$ cat config.mk
export PLATFORM = sky130hd
export DESIGN_NAME = sysctl_bank
export DESIGN_NICKNAME = d
export VERILOG_FILES = /design/src/rtl/sysctl_pkg.sv /design/src/rtl/sysctl_decode.sv /design/src/rtl/sysctl_regs.sv /design/src/rtl/sysctl_rdpath.sv /design/src/rtl/sysctl_bank.sv
export SDC_FILE = /design/constraint.sdc
export NUM_CORES = 1
export LEC_CHECK = 0
export ABC_AREA = 1
export BUFFER_PORTS_ARGS = -buffer_cell sky130_fd_sc_hd__buf_2
export CORE_ASPECT_RATIO = 0.6
export CORE_MARGIN = 2
export CORE_UTILIZATION = 25
export CTS_CLUSTER_SIZE = 25
export DETAILED_ROUTE_END_ITERATION = 16
export PLACE_DENSITY = 0.52
export SYNTH_ARGS = -nofsm -noshare
export SYNTH_HDL_FRONTEND = slang
export SYNTH_SLANG_ARGS = --single-unit
$ cat constraint.sdc
create_clock -name clk -period 1.87 [get_ports clk]
set_input_delay 0.374 -clock clk [delete_from_list [all_inputs] [get_ports clk]]
set_output_delay 0.374 -clock clk [all_outputs]
set_load 0.005 [all_outputs]
$ cat src/rtl/sysctl_pkg.sv
package sysctl_pkg;
  localparam int DW    = 8;
  localparam int CTL_W = 4;

  typedef enum logic [3:0] {
    SEL_NONE, SEL_P92, SEL_CPUCFG, SEL_FEAT, SEL_MODSTAT, SEL_LIGHT,
    SEL_EQUIP, SEL_LOCK1, SEL_LOCK2, SEL_L2INV, SEL_KEY, SEL_SYSCTL,
    SEL_L2STAT, SEL_MAPTYPE
  } sel_e;

  localparam logic [15:0] A_P92     = 16'h0092;
  localparam logic [15:0] A_CPUCFG  = 16'h0800;
  localparam logic [15:0] A_FEAT    = 16'h0802;
  localparam logic [15:0] A_MODSTAT = 16'h0803;
  localparam logic [15:0] A_LIGHT   = 16'h0808;
  localparam logic [15:0] A_EQUIP   = 16'h080C;
  localparam logic [15:0] A_LOCK1   = 16'h0810;
  localparam logic [15:0] A_LOCK2   = 16'h0812;
  localparam logic [15:0] A_L2INV   = 16'h0814;
  localparam logic [15:0] A_KEY     = 16'h0818;
  localparam logic [15:0] A_SYSCTL  = 16'h081C;
  localparam logic [15:0] A_L2STAT  = 16'h0823;
  localparam logic [15:0] A_MAPTYPE = 16'h0850;

  localparam logic [DW-1:0] V_CPUCFG  = 8'hEF;
  localparam logic [DW-1:0] V_FEAT    = 8'hAD;
  localparam logic [DW-1:0] V_MODSTAT = 8'hE0;
  localparam logic [DW-1:0] V_EQUIP   = 8'h3C;
  localparam logic [DW-1:0] V_EXTFEAT = 8'h39;
  localparam logic [DW-1:0] V_KEY     = 8'h00;
  localparam logic [DW-1:0] V_L2STAT  = 8'h03;
  localparam logic [DW-1:0] V_EMPTY   = 8'hFF;
endpackage

$ cat src/rtl/sysctl_decode.sv
module sysctl_decode
  import sysctl_pkg::*;
#(
  parameter int ADDR_W = 16
) (
  input  logic [ADDR_W-1:0] addr,
  output sel_e              sel,
  output logic              wr_ok,
  output logic              rd_ok
);
  always_comb begin
    if (addr == ADDR_W'(A_P92))          sel = SEL_P92;
    else if (addr == ADDR_W'(A_CPUCFG))  sel = SEL_CPUCFG;
    else if (addr == ADDR_W'(A_FEAT))    sel = SEL_FEAT;
    else if (addr == ADDR_W'(A_MODSTAT)) sel = SEL_MODSTAT;
    else if (addr == ADDR_W'(A_LIGHT))   sel = SEL_LIGHT;
    else if (addr == ADDR_W'(A_EQUIP))   sel = SEL_EQUIP;
    else if (addr == ADDR_W'(A_LOCK1))   sel = SEL_LOCK1;
    else if (addr == ADDR_W'(A_LOCK2))   sel = SEL_LOCK2;
    else if (addr == ADDR_W'(A_L2INV))   sel = SEL_L2INV;
    else if (addr == ADDR_W'(A_KEY))     sel = SEL_KEY;
    else if (addr == ADDR_W'(A_SYSCTL))  sel = SEL_SYSCTL;
    else if (addr == ADDR_W'(A_L2STAT))  sel = SEL_L2STAT;
    else if (addr == ADDR_W'(A_MAPTYPE)) sel = SEL_MAPTYPE;
    else                                 sel = SEL_NONE;
  end

  always_comb begin
    case (sel)
      SEL_P92, SEL_CPUCFG, SEL_FEAT, SEL_MODSTAT, SEL_LIGHT, SEL_LOCK1,
      SEL_LOCK2, SEL_L2INV, SEL_SYSCTL, SEL_MAPTYPE: wr_ok = 1'b1;
      default:                                       wr_ok = 1'b0;
    endcase
    case (sel)
      SEL_P92, SEL_CPUCFG, SEL_FEAT, SEL_MODSTAT, SEL_EQUIP, SEL_LOCK1,
      SEL_KEY, SEL_SYSCTL, SEL_L2STAT, SEL_MAPTYPE: rd_ok = 1'b1;
      default:                                      rd_ok = 1'b0;
    endcase
  end
endmodule

$ cat src/rtl/sysctl_regs.sv
module sysctl_regs
  import sysctl_pkg::*;
(
  input  logic             clk,
  input  logic             rst,
  input  logic             wr_en,
  input  sel_e             sel,
  input  logic             wr_ok,
  input  logic [DW-1:0]    wdata,
  output logic             reset_req,
  output logic             le_mode,
  output logic             disk_led,
  output logic [CTL_W-1:0] ctl_nib,
  output logic             map_mode,
  output logic             lock1_pulse,
  output logic             lock2_pulse,
  output logic             wr_err
);
  logic do_wr;
  assign do_wr = wr_en && wr_ok;

  always_ff @(posedge clk) begin
    if (rst) begin
      reset_req   <= 1'b0;
      le_mode     <= 1'b0;
      disk_led    <= 1'b0;
      ctl_nib     <= '0;
      map_mode    <= 1'b0;
      lock1_pulse <= 1'b0;
      lock2_pulse <= 1'b0;
      wr_err      <= 1'b0;
    end else begin
      lock1_pulse <= do_wr && (sel == SEL_LOCK1);
      lock2_pulse <= do_wr && (sel == SEL_LOCK2);
      wr_err      <= wr_en && !wr_ok;
      if (do_wr) begin
        case (sel)
          SEL_P92: begin
            reset_req <= wdata[0];
            le_mode   <= wdata[1];
          end
          SEL_LIGHT:   disk_led <= wdata[0];
          SEL_SYSCTL:  ctl_nib  <= wdata[CTL_W-1:0];
          SEL_MAPTYPE: map_mode <= wdata[0];
          default: ;
        endcase
      end
    end
  end


  rst_clear_chk: assert property (@(posedge clk)
    rst |=> (!reset_req && !le_mode && !disk_led && ctl_nib == '0 &&
             !map_mode && !lock1_pulse && !lock2_pulse && !wr_err));


  ctl_hold_chk: assert property (@(posedge clk) disable iff (rst)
    !(wr_en && sel == SEL_SYSCTL) |=> $stable(ctl_nib));


  bad_write_chk: assert property (@(posedge clk) disable iff (rst)
    (wr_en && sel == SEL_NONE) |=> (wr_err && $stable(map_mode) &&
                                    $stable(reset_req) && $stable(le_mode)));
endmodule

$ cat src/rtl/sysctl_rdpath.sv
module sysctl_rdpath
  import sysctl_pkg::*;
(
  input  logic             clk,
  input  logic             rst,
  input  logic             rd_en,
  input  sel_e             sel,
  input  logic             rd_ok,
  input  logic [CTL_W-1:0] ctl_nib,
  input  logic             map_mode,
  output logic [DW-1:0]    rdata,
  output logic             rdata_vld
);
  logic [DW-1:0] rd_val;

  always_comb begin
    rd_val = V_EMPTY;
    if (rd_ok) begin
      case (sel)
        SEL_P92:     rd_val = '0;
        SEL_CPUCFG:  rd_val = V_CPUCFG;
        SEL_FEAT:    rd_val = V_FEAT;
        SEL_MODSTAT: rd_val = V_MODSTAT;
        SEL_EQUIP:   rd_val = V_EQUIP;
        SEL_LOCK1:   rd_val = V_EXTFEAT;
        SEL_KEY:     rd_val = V_KEY;
        SEL_L2STAT:  rd_val = V_L2STAT;
        SEL_SYSCTL:  rd_val = DW'(ctl_nib);
        SEL_MAPTYPE: rd_val = DW'(map_mode);
        default:     rd_val = V_EMPTY;
      endcase
    end
  end

  always_ff @(posedge clk) begin
    if (rst) begin
      rdata     <= '0;
      rdata_vld <= 1'b0;
    end else begin
      rdata_vld <= rd_en;
      if (rd_en) rdata <= rd_val;
    end
  end


  vld_follow_chk: assert property (@(posedge clk) disable iff (rst)
    rd_en |=> rdata_vld);


  vld_idle_chk: assert property (@(posedge clk) disable iff (rst)
    !rd_en |=> !rdata_vld);


  empty_read_chk: assert property (@(posedge clk) disable iff (rst)
    (rd_en && sel == SEL_NONE) |=> rdata == V_EMPTY);


  p92_read_chk: assert property (@(posedge clk) disable iff (rst)
    (rd_en && sel == SEL_P92) |=> rdata == '0);
endmodule

$ cat src/rtl/sysctl_bank.sv
module sysctl_bank
  import sysctl_pkg::*;
#(
  parameter int ADDR_W = 16
) (
  input  logic              clk,
  input  logic              rst,
  input  logic [ADDR_W-1:0] addr,
  input  logic [7:0]        wdata,
  input  logic              wr_en,
  input  logic              rd_en,
  output logic [7:0]        rdata,
  output logic              rdata_vld,
  output logic              reset_req,
  output logic              le_mode,
  output logic              disk_led,
  output logic [3:0]        ctl_nib,
  output logic              map_mode,
  output logic              lock1_pulse,
  output logic              lock2_pulse,
  output logic              wr_err
);
  sel_e sel;
  logic wr_ok, rd_ok;

  sysctl_decode #(.ADDR_W(ADDR_W)) u_dec (
    .addr(addr), .sel(sel), .wr_ok(wr_ok), .rd_ok(rd_ok)
  );

  sysctl_regs u_regs (
    .clk(clk), .rst(rst), .wr_en(wr_en), .sel(sel), .wr_ok(wr_ok),
    .wdata(wdata), .reset_req(reset_req), .le_mode(le_mode),
    .disk_led(disk_led), .ctl_nib(ctl_nib), .map_mode(map_mode),
    .lock1_pulse(lock1_pulse), .lock2_pulse(lock2_pulse), .wr_err(wr_err)
  );

  sysctl_rdpath u_rd (
    .clk(clk), .rst(rst), .rd_en(rd_en), .sel(sel), .rd_ok(rd_ok),
    .ctl_nib(ctl_nib), .map_mode(map_mode), .rdata(rdata),
    .rdata_vld(rdata_vld)
  );


  pulse_excl_chk: assert property (@(posedge clk) disable iff (rst)
    $onehot0({lock1_pulse, lock2_pulse, wr_err}));


  lock1_once_chk: assert property (@(posedge clk) disable iff (rst)
    (lock1_pulse && !(wr_en && addr == ADDR_W'(A_LOCK1))) |=> !lock1_pulse);
endmodule

==> impl_summary.md, run 1 <==
CTS
TritonCTS built the clock tree. The clock reaches the later pin of the worst-skew pair after 0.26 ns. The number of clock buffers inserted by TritonCTS is 3. Counting along the longest clock path gives a buffer depth of 2. The number of clock sinks is 20. The H-tree depth reported by CTS is 1. After clock tree synthesis, the clock-pin slew on the worst setup and hold paths is 0.08 ns.

The CTS root buffer is clkbuf_8.

Yosys
The gate count after technology mapping is 260. The share of synthesized area spent on multiplexers is 0%. After synthesis, the largest family of logic cells by area is simple AND/OR/NAND/NOR gates. The mapped netlist covers 1540 um2. The synthesized netlist devotes 53.6% of its cell area to simple gates.

The parity-gate share of the synthesized area counting xor and xnor cells is 0%. The register bit count reported by yosys is 20. During synthesis, Yosys emitted a total of 0 warnings.

The synthesized netlist net count is 288. The share of synthesized area occupied by flip-flops and latches is 26.0%. Counting distinct cell types in the post-synthesis netlist gives 27. After synthesis, the mean cell area works out to 5.93 um2. After Yosys synthesis, full adders, half adders and majority gates account for 0% of the synthesized area. The synthesized netlist devotes 6.24% of its cell area to compound gates.

Timing
The tightest hold margin is 0.354 ns. At the pin with the least slew margin, the transition time is 0.323 ns. The final-report setup violation count is 0. The timing-limited maximum frequency is 576 MHz. The final cycle utilization of the critical path is 92.9%. The worst pin sits at a relative slew slack of 78.3%.

The number of hold violations in the final report is 0. In the final timing run, aggregate negative setup slack is 0 ns. The time the final worst path needs with I/O delays and setup is 1.74 ns. The post-route clock skew is 0.00113 ns. The number of pins exceeding their max-slew limit in the final report is 0.

Finish
The post-synthesis to final-layout area growth is 50.8%. The final net count is 378. The final instance area is 2330 um2. In the final layout, the registers with the most flip-flops are u_rd.rdata (8), u_regs.ctl_nib (4).

In the final layout, the share of cells above drive strength 1 is 37.5%. The number of flip-flops in the largest register is 8. The number of antenna cells inserted is 0. The register with the most flip-flops is u_rd.rdata.

Placed design
The placed cell area is 2160 um2. The weighted congestion at the end of routability-driven global placement is 0.844. The total of buffers placed on input and output ports is 43. Detailed placement ended at an HPWL of 3.51 mm.

Floorplan
For this configuration, the core starts out at a cell density of 25.6%. The core region is 6030 um2. The die covers 6840 um2. The die span in x is 105 um. The number of rows created at floorplan is 22. In this run the vertical extent of the chip is 64.9 um. In this run the count of I/O pins placed on the die edge is 48.

Worst setup path
The critical path class is in2reg. STA puts the critical path data required time at 2.03 ns. The arrival time of the worst setup path is 1.90 ns. Along the worst path, the maximum fanout reaches 5. STA classifies the critical path startpoint as a primary input. STA classifies the critical path endpoint as a flip-flop.

Global route
The maximum number of pins on one net before global-route repair is 13. The first global-routing pass estimated 7.47 mm of wire. The global route total overflow is 0. The initial antenna violation count is 0. The number of global-route vias before repair is 1696. In the global route stage, overall resource usage came out at 13.5%.

Min path
In this run the worst hold path is classified as in2reg.

Power and ir drop
The power per standard cell area is 446 nW/um2. In this run the static leakage power is 1.29 nW. The sequential share of power is 42.9%. IR analysis of the VDD net gives a maximum drop of 0.284 mV.

For this design the total switching power over the nets is 0.246 mW. Of the total power, the share spent switching nets is 23.7%. The share of total power dissipated in the clock network is 42.5%. The portion of total power attributed to combinational logic is 14.5%. The internal power of the cells totals 0.791 mW.

Detailed routing
The detail route stage leaves a number of antenna-violating nets equal to 0. The number of vias after detailed routing is 1857. The number of iterations in the first detailed-routing pass is 4. After detailed routing, the number of remaining DRC violations is 0. The detailed router finished its first iteration with 120 violations. The mean routed wirelength per cell is 10.3 um. The routed design has 4.48 mm of wire.

The vias per cell is 4.29.

Flow run
The tool flagged a number of max-cap violations equal to 0.

Outcome
The run finished with clean final reports.
logic make-up after synthesis:
| kind of cell | after synthesis |
|---|---|
| simple gates | 168 |
| flops | 20 |
| buf+inv | 56 |
| compound gates | 16 |
cell type report:
type / instances / area (um2)
Sequential cell: 20 / 400
Clock inverter: 1 / 30.0
Inverter: 52 / 195
Timing Repair Buffer: 87 / 546
Multi-Input combinational cell: 186 / 1010
Fill cell: 664 / 3700
Clock buffer: 3 / 41.3
Tap cell: 84 / 105
final timing paths:
kind,from,endpoint,slack [ns],cells past startpoint
worst max-delay path,addr[2],u_regs.ctl_nib[1]$_SDFFE_PP0P_,0.13,13
worst min-delay path,wdata[1],u_regs.le_mode$_SDFFE_PP0P_,0.35,3
worst max register to register,u_regs.map_mode$_SDFFE_PP0P_,u_rd.rdata[0]$_SDFFE_PP0P_,0.92,6
worst min register to register,u_rd.rdata[7]$_SDFFE_PP0P_,u_rd.rdata[7]$_SDFFE_PP0P_,0.47,2
worst max-delay path, stage by stage:
cell and delay, ns:
buf_2 0.11, nor2_2 0.19, nand3_1 0.15, inv_1 0.19, nand3_1 0.14, nand4_1 0.13, inv_1 0.09, a21oi_4 0.21
nand2_4 0.10, nand3_4 0.08, nand2_1 0.05, inv_1 0.05, nor2_1 0.03
layout by cell type (no fill, tap or decap), types with 9 or more instances in the layout:
cell	count
nand2_1	61
inv_1	44
buf_4	44
buf_2	43
nor2_1	31
nand3_1	26
dfxtp_1	20
nand4_1	13
nand2_2	9
a21oi_1	9
per-stage QoR:
stage | worst slack (ns) | utilization [%] | instances | power, mW
2_1_floorplan | 0.120 | - | 260 | 0.518
3_3_place_gp | -0.122 | 35.9 | 426 | 0.594
3_5_place_dp | -0.141 | 35.9 | 426 | 0.596
4_1_cts | 0.0925 | 37.0 | 430 | 1.03
5_1_grt | -0.0225 | 38.6 | 433 | 1.09
6_report | 0.133 | 38.6 | 433 | 1.04
timing repair:
item,CTS,global route
hold buffers,0,0
setup endpoints to repair,0,17
gates resized for setup,0,16
buffers inserted,0,1
power groups by stage:
stage          Combinational, mW  Sequential [mW]  Clock (mW)
6_report                   0.151            0.445       0.441
5_1_grt                    0.170            0.448       0.475
4_1_cts                    0.141            0.445       0.446
3_5_place_dp               0.141            0.455           0
3_3_place_gp               0.139            0.455           0
2_1_floorplan             0.0614            0.456           0
layer usage:
layer | global-route usage, % | up-vias | part of all wire (%)
li1 | - | 998 | -
met1 | 19.0 | 808 | 51
met2 | 20.7 | 47 | 43
met3 | 3.72 | 4 | 5.4
met4 | 2.33 | 0 | 0.56
met5 | 0 | - | 0
cells in the mapped netlist:
library cell | number | share of area (%)
nand3_2 | 2 | 1.3
buf_6 | 1 | 0.73
nor2_2 | 7 | 2.8
a21oi_1 | 9 | 2.9
nand3b_1 | 2 | 0.97
nand2_1 | 63 | 15
nand4_1 | 13 | 5.3
nor2_4 | 2 | 1.5
o21ai_0 | 1 | 0.32
clkbuf_1 | 2 | 0.49
o221ai_1 | 1 | 0.57
nand2_4 | 1 | 0.73
o21ai_1 | 2 | 0.65
nand2_2 | 8 | 3.2
nand3_1 | 28 | 9.1
nor3_1 | 4 | 1.3
clkinv_1 | 3 | 0.73
dfxtp_1 | 20 | 26
nand3_4 | 2 | 2.3
inv_1 | 44 | 11
buf_2 | 1 | 0.32
o211ai_1 | 1 | 0.49
inv_2 | 5 | 1.2
a21oi_2 | 1 | 0.57
nor2_8 | 1 | 1.3
nor2_1 | 35 | 8.5
o2111a_1 | 1 | 0.73
Power figures use the tool's default switching activity.
==> run 2, diff against run 1 <==
--- a/config.mk
+++ b/config.mk
@@ -15,4 +15,5 @@
 export PLACE_DENSITY = 0.52
 export SYNTH_ARGS = -nofsm -noshare
 export SYNTH_HDL_FRONTEND = slang
+export SYNTH_HIERARCHICAL = 1
 export SYNTH_SLANG_ARGS = --single-unit
==> run 2 against run 1 <==
  * The flow now finishes with violations (setup timing)
  * Combinational power barely moved
  * Register-to-register slack barely moved
  * Total power barely moved
  * Setup slack got worse by 0.16 ns
  * Worst hold slack got worse by 0.025 ns
  * Sequential share of layout area fell by 0.42 points
  * Fmax fell by 8.5%
  * First-iteration DRC count fell by 38%
==> impl_summary.md, run 2 <==
Global route
After global routing the overflow that remains totals 0. The maximum number of pins on one net before global-route repair is 13. The initial antenna violation count is 0. The number of global-route vias before repair was 1538. The all-layer global routing usage is 12.8%. The first-pass GRT wire length is 7.06 mm.

Yosys
Synthesis produced a netlist with a net count of 282. In this run, synthesis produced a sequential element count of 20. By count the netlist is led by nand2_1 (58), nor2_1 (38), inv_1 (37). The cell with the most instances after synthesis is nand2_1. The gate count after technology mapping is 254.

In the post-synthesis netlist, the biggest area contributors are dfxtp_1 (26%), nand2_1 (14%), nor2_1 (9.2%), inv_1 (9.0%), nand3_1 (7.5%). The synthesis warning total is 6. Yosys mapped the design onto 26 distinct sky130hd cell types.

Counting flops with a built-in enable in the synthesized netlist gives 0. The share of the synthesized area in the top cell type is 26.0%. The fraction of registers with async set or reset after synthesis is 0%. Sequential elements use 26.0% of the synthesized area. After synthesis, the mean cell area works out to 6.07 um2. The primary flip-flop cell chosen by synthesis mapping is dfxtp_1. The most area-hungry cell type in the Yosys netlist is dfxtp_1. The post-synthesis instance area is 1540 um2.

Outcome
The checks that failed: setup timing. The run finished, with violations left.

Timing
The final cycle utilization of the critical path is 102%. The time the final worst path needs with I/O delays and setup is 1.90 ns. The number of pins exceeding their max-slew limit in the final report came to 0. Setup repair after global routing could not meet its margin everywhere. The timing-limited maximum frequency is 527 MHz. The number of hold violations in the final report came to 0. The final-report setup violation count is 1. The transition time at the pin with the least slew margin is 0.267 ns. The tightest hold path in the finished design has a slack of 0.329 ns. The worst path setup slack after routing is -0.0290 ns. For the final routed database, the setup TNS stands at -0.0290 ns.

The post-route clock skew is 0.00127 ns. Headroom to the max-slew limit came out at 82.1%.

Placed design
The HPWL after detailed placement is 3.35 mm. The total of buffers placed on input and output ports is 43. Routability-driven placement finished with a final weighted congestion of 0.812.

Floorplan
The core area is 6030 um2. In this run the vertical extent of the chip is 64.9 um. The area enclosed by the die boundary is 6840 um2. The initial core utilization is 25.6%. After floorplanning, the core was divided into 22 placement rows. The number of top-level pins is 48. The die span in x is 105 um.

Finish
From synthesis to final layout, the design area changed by 54.6%. Leaving out fill and tap cells, the most frequent cells in the layout are nand2_1 (50), buf_2 (38), inv_1 (31). The final net count is 359.

The largest registers in the layout are u_rd/rdata (8), u_regs/ctl_nib (4). The most common cell after layout, fill and taps aside is nand2_1. The number of flip-flops in the largest register is 8. The register with the most flip-flops is u_rd/rdata. The number of antenna cells inserted is 0. The layout has 664 filler cells. The proportion of layout cells with a drive suffix above 1 is 44.8%.

CTS
Clock-pin slew was measured on the worst setup and hold paths at 0.08 ns. In this run the number of H-tree levels came out at 1. The buffer levels on the longest clock path is 2. The number of clock buffers inserted by TritonCTS is 3. The cts-stage hold buffer count is 0.

For this design, the sink count on the clock tree is 20. The tree is rooted in a clkbuf_8. The clock tree from TritonCTS is done.

The later pin in the worst-skew pair is clocked with a latency of 0.26 ns.

Detailed routing
For this block, wires on met1 add up to 2.40 mm. Detailed routing placed a total of 231 um of wire on met3. The total wirelength of the detailed-routed design is 4.41 mm. The count of antenna-violating nets left after detailed routing is 0.

The number of vias after detailed routing is 1798. The amount of wire on met2 after detailed routing is 1.76 mm. The first-iteration detailed-routing DRC count is 75. After detailed routing, the average wire length per cell comes to 10.6 um. The number of design rule violations left after detail routing is 0. The vias per cell is 4.34.

The number of iterations in the first detailed-routing pass is 4. The highest metal layer with signal wires is met4.

Min path
The worst hold path startpoint is rst. The sink of the worst hold path is u_regs/lock2_pulse$_SDFF_PP0_. The worst hold path passes through 2 cells.

The kind of path behind the tightest hold check is in2reg.

Worst setup path
The required time at the worst-slack endpoint is 2.03 ns. In this run the worst path has a maximum fanout of 5. The arrival time of the worst setup path is 2.05 ns. STA classifies the critical path endpoint as a flip-flop. The worst setup path is launched from a primary input. The critical path class is in2reg. The setup check on the worst reg-to-reg path leaves a slack of 0.92 ns.

The launch point of the worst reg-to-reg path is u_regs/ctl_nib[0]$_SDFFE_PP0P_. In this run the critical register-to-register path is captured at u_rd/rdata[0]$_SDFFE_PP0P_. Measured in cells, the most critical reg-to-reg path has a length of 6.

Power and ir drop
The peak supply drop is 0.195 mV. The analysis attributes to net switching a power of 0.242 mW. The share of total power dissipated in the clock network is 42.3%. The internal power consumption is 0.795 mW. Registers are responsible for 43.0% of the overall power. The switching share of total power is 23.3%.

The portion of total power attributed to combinational logic is 14.7%. The power per standard cell area is 435 nW/um2. For this design the static power due to leakage is 1.20 nW.

Flow run
Max-cap violations in this run came to 0.
## run 2: cell types whose count changed after synthesis, sizes merged, moves of 2 or more
cell,change
a21oi,+5
clkinv,-2
inv,-6
nand2,-6
nand3,-5
nand3b,+2
nand4,-9
nor2,+9
o21ai,+9
## run 2: worst max-delay path, cell delays in order
cell and delay (ns):
buf_2 0.12, nor2_4 0.11, nand2_4 0.09, nor2_8 0.19
nand3_2 0.12, nand3_1 0.14, nor2_2 0.07, o21ai_0 0.17
nand2_1 0.08, nand2_2 0.07, nand2_2 0.05, inv_2 0.06
nand2_2 0.08, nor2_4 0.11, nand2_1 0.06, nor2_1 0.11
nor2_1 0.04
## run 2: power by group through the flow
stage	registers [mW]	logic (mW)	clock network, mW
2_1_floorplan	0.457	0.0570	0
3_3_place_gp	0.455	0.129	0
3_5_place_dp	0.456	0.130	0
4_1_cts	0.446	0.138	0.453
5_1_grt	0.448	0.170	0.476
6_report	0.446	0.153	0.438
## run 2: routing by layer
metal  vias up  GRT usage, %
li1        950             -
met1       802          19.7
met2        42          17.7
met3         4          3.02
met4         0          2.50
met5         -             0
## run 2: how the worst max path moves through the flow
stage | from | endpoint | slack, ns | cells past startpoint
CTS | addr[13] | u_rd/rdata[0]$_SDFFE_PP0P_ | 0.005 | 18
floorplan | addr[11] | u_regs/ctl_nib[2]$_SDFFE_PP0P_ | -0.03 | 17
global route | addr[10] | u_rd/rdata[0]$_SDFFE_PP0P_ | -0.15 | 18
finish | addr[10] | u_rd/rdata[0]$_SDFFE_PP0P_ | -0.03 | 17
detailed placement | addr[11] | u_regs/ctl_nib[2]$_SDFFE_PP0P_ | -0.38 | 20
global placement | addr[0] | u_rd/rdata[0]$_SDFFE_PP0P_ | -0.34 | 17
## run 2: area by class of cell
| type | count | area (um2) | share of cell area [%] |
|---|---|---|---|
| clock buffers | 3 | 41.3 | 1.73 |
| clock inverters | 1 | 30.0 | 1.26 |
| inverters | 44 | 175 | 7.35 |
| multi-input cells | 190 | 1160 | 48.8 |
| flip-flops and latches | 20 | 400 | 16.8 |
| well taps | 84 | 105 | 4.41 |
| repair buffers | 72 | 468 | 19.6 |
## run 2: through the flow
| step | util (%) | power, mW | instances | setup slack [ns] | instance area, um2 |
|---|---|---|---|---|---|
| final | 39.6 | 1.04 | 414 | -0.0290 | 2380 |
| after global routing | 39.6 | 1.09 | 414 | -0.153 | 2380 |
| after CTS | 37.1 | 1.04 | 413 | 0.00471 | 2230 |
| after detailed placement | 34.9 | 0.587 | 407 | -0.377 | 2110 |
| after global placement | 34.9 | 0.585 | 407 | -0.342 | 2110 |
| after floorplan | - | 0.514 | 254 | -0.0319 | 1590 |
## run 2: timing repair
| item | 4_1_cts | 5_1_grt |
|---|---|---|
| pin swaps | 3 | 18 |
| cloned | 2 | 0 |
| resized for setup | 11 | 36 |
| endpoints found under the setup margin | 15 | 18 |
| setup buffers | 0 | 1 |
## run 2: kinds of logic after synthesis
group / share of synthesized area [%]
and+or+nand+nor: 53.1
AOI/OAI and AO/OA: 9.25
buffers and inverters: 11.7
DFF: 26.0
==> run 3, diff against run 2 <==
==> constraint.sdc (replaced) <==
create_clock -name clk -period 2 [get_ports clk]
set_input_delay 0.4 -clock clk [delete_from_list [all_inputs] [get_ports clk]]
set_output_delay 0.4 -clock clk [all_outputs]
set_load 0.005 [all_outputs]
==> run 3 against run 2 <==
  * Final area up 2.8%
  * Critical path depth unchanged
  * Non-clock buffer count increased by 5
  * Die area unchanged
  * Combinational power down 6%
  * Worst hold slack improved by 0.019 ns
  * Flip-flop and latch count is the same
  * Via count is 1.7% higher
  * Total power shrank 6.2%
  * Register-to-register slack gained 0.07 ns
  * The run now ends clean
  * Clock skew is 0.0055 ns higher
  * Setup slack improved by 0.11 ns
==> impl_summary.md, run 3 (synthesized netlist as in run 2, its figures left out) <==
Detailed routing
After detailed routing, the total wire length is 4.56 mm. The routed layout has 1829 vias. After detailed routing, the average wire length per cell comes to 10.9 um. In this run, the number of DRC markers left after iteration 0 of detailed routing was 55. The number of design rule violations left after detail routing is 0. The count of antenna-violating nets left after detailed routing is 0. The vias per cell is 4.37.

For this run, the detailed router's first-pass iteration total came to 4.

CTS
TritonCTS built the clock tree. The clock slew seen by the registers of the worst setup and hold paths is 0.08 ns. Buffers inserted during clock tree synthesis total 3. The number of clock sinks is 20. The CTS root buffer is clkbuf_8. The H-tree depth reported by CTS is 1. The later-pin clock latency in the skew report is 0.26 ns. In this run, post-CTS hold repair placed 0 buffers. The buffer levels on the longest clock path is 2.

Worst setup path
The category of cells accounting for the largest share of critical-path delay is simple AND/OR/NAND/NOR gates. The library cell contributing the largest single delay on the critical path is nand3b_1. Along the worst path, the maximum fanout reaches 5. The required time at the worst-slack endpoint is 2.16 ns. Walking the worst path, the cells encountered are buf_6, nand3b_1, nor2_4, nand2_4, inv_4, nand3_4, nand4_4, buf_6, nor2_1, nand2_1, nand2_1, inv_2, nand2_4, nor2_4, nand3b_1, nand2_1, nor2_1. The critical path launch point type is a primary input.

The critical path's most frequent cell is nand2_1. The critical path contains buffers and inverters numbering 4 combined. The critical path capture point type is a flip-flop. The critical path is of the in2reg type. The largest single stage delay on the critical path is 0.23 ns. STA puts the critical path data arrival time at 2.08 ns.

Finish
Fill cells in the final layout number 643. The proportion of layout cells with a drive suffix above 1 is 47.8%. The register with the most flip-flops is u_rd/rdata.

The utilization after layout is 40.7%. In the layout the commonest cells are nand2_1 (50), buf_2 (36), buf_4 (31). The repair_antennas step left the layout with diodes totalling 0. Relative to the synthesized area, the layout overhead comes to 59.0%. The most common cell after layout, fill and taps aside is nand2_1. The final net count is 364. The final instance area is 2450 um2. The register with the most flip-flops in the layout has 8 of them. In the final layout, the registers with the most flip-flops are u_rd/rdata (8), u_regs/ctl_nib (4). Excluding fillers, the count of instances in the completed layout stands at 419.

Timing
The timing-limited maximum frequency is 521 MHz. At the pin with the least slew margin, the transition time is 0.295 ns. The worst path uses 95.9% of the clock period.

The number of pins exceeding their max-slew limit in the final report came to 0. The tightest hold path in the finished design has a slack of 0.348 ns. The number of hold violations in the final report was 0. Setup repair after global routing could not meet its margin everywhere.

The relative slew slack is 80.2%. The final-report setup violation count is 0. The worst path needs 1.92 ns of the cycle, external delays included. For the final database, setup skew stands at 0.00673 ns.

Placed design
The placed cell area is 2070 um2. At the end of routability-driven placement, the weighted congestion stood at 0.809. The sum of net half-perimeters after detailed placement is 3.37 mm. Including well taps, the total number of placed cells is 407. During placement, the flow inserted port buffers numbering 43.

Floorplan
After floorplanning, the core was divided into 22 placement rows. The region available for standard cell placement spans 6030 um2. The number of top-level pins is 48. From bottom edge to top edge, the die measures 64.9 um. Measured along the x axis, the die boundary spans 105 um. The initial core utilization is 25.6%.

The die covers 6840 um2.

Global route
The first global-routing pass estimated 7.04 mm of wire. The number of global-route vias before repair came to 1596. The all-layer global routing usage is 12.5%. The initial antenna violation count came to 0. Entering global routing, the biggest net connects 13 pins. The global route total overflow is 0.

Outcome
The run finished with clean final reports.

Power and ir drop
The static leakage power is 1.23 nW. The peak supply drop is 0.206 mV. Dividing total power by cell area gives a power density of 396 nW/um2.

Flow run
The tool flagged a number of max-cap violations equal to 0.

Min path
The tightest min-delay check is of the in2reg type.
run 3: cell types whose count changed in the layout (fill, tap and decap cells not counted), moves of 3 or more:
cell	change
buf_6	+4
nand3_1	-6
buf_4	+3
inv_2	+3
nand3_2	+6
run 3: path summary, 6_finish.rpt:
kind	startpoint	end	slack, ns	depth (start not counted)
worst max-delay path	addr[4]	u_regs/ctl_nib[2]$_SDFFE_PP0P_	0.08	17
worst min-delay path	rst	u_rd/rdata_vld$_SDFF_PP0_	0.35	2
worst min register to register	u_regs/disk_led$_SDFFE_PP0P_	u_regs/disk_led$_SDFFE_PP0P_	0.51	2
worst max register to register	u_regs/ctl_nib[0]$_SDFFE_PP0P_	u_rd/rdata[0]$_SDFFE_PP0P_	0.99	6
run 3: power by group:
| part | internal [mW] | switching [mW] |
|---|---|---|
| clock | 0.267 | 0.144 |
| sequential | 0.411 | 0.00536 |
| combinational | 0.0670 | 0.0771 |
run 3: area by class of cell:
type                            instances  area [um2]  area share [%]
Timing Repair Buffer                   77         526            21.4
Clock inverter                          1        30.0            1.22
Clock buffer                            3        41.3            1.68
Sequential cell                        20         400            16.3
Multi-Input combinational cell        190        1180            48.2
Inverter                               44         168            6.84
Tap cell                               84         105            4.29
run 3: per-layer routing:
layer | vias up | routed length, um | global-route usage [%]
li1 | 964 | - | -
met3 | 2 | 181 | 3.32
met1 | 833 | 2430 | 17.5
met5 | - | 0 | 0
met4 | 0 | 18 | 2.67
met2 | 30 | 1930 | 19.4
run 3: what timing repair did:
action                     CTS  global route
setup endpoints to repair    0            18
buffers inserted             0             6
resized for setup            0            65
run 3: metrics by stage:
| stage | setup slack [ns] | power (mW) | setup TNS, ns |
|---|---|---|---|
| finish | 0.0810 | 0.972 | 0 |
| global route | -0.0856 | 1.02 | -0.574 |
| CTS | 0.0155 | 0.962 | 0 |
| detailed placement | -0.276 | 0.545 | -3.39 |
| global placement | -0.219 | 0.543 | -2.65 |
| floorplan | 0.0216 | 0.479 | 0 |
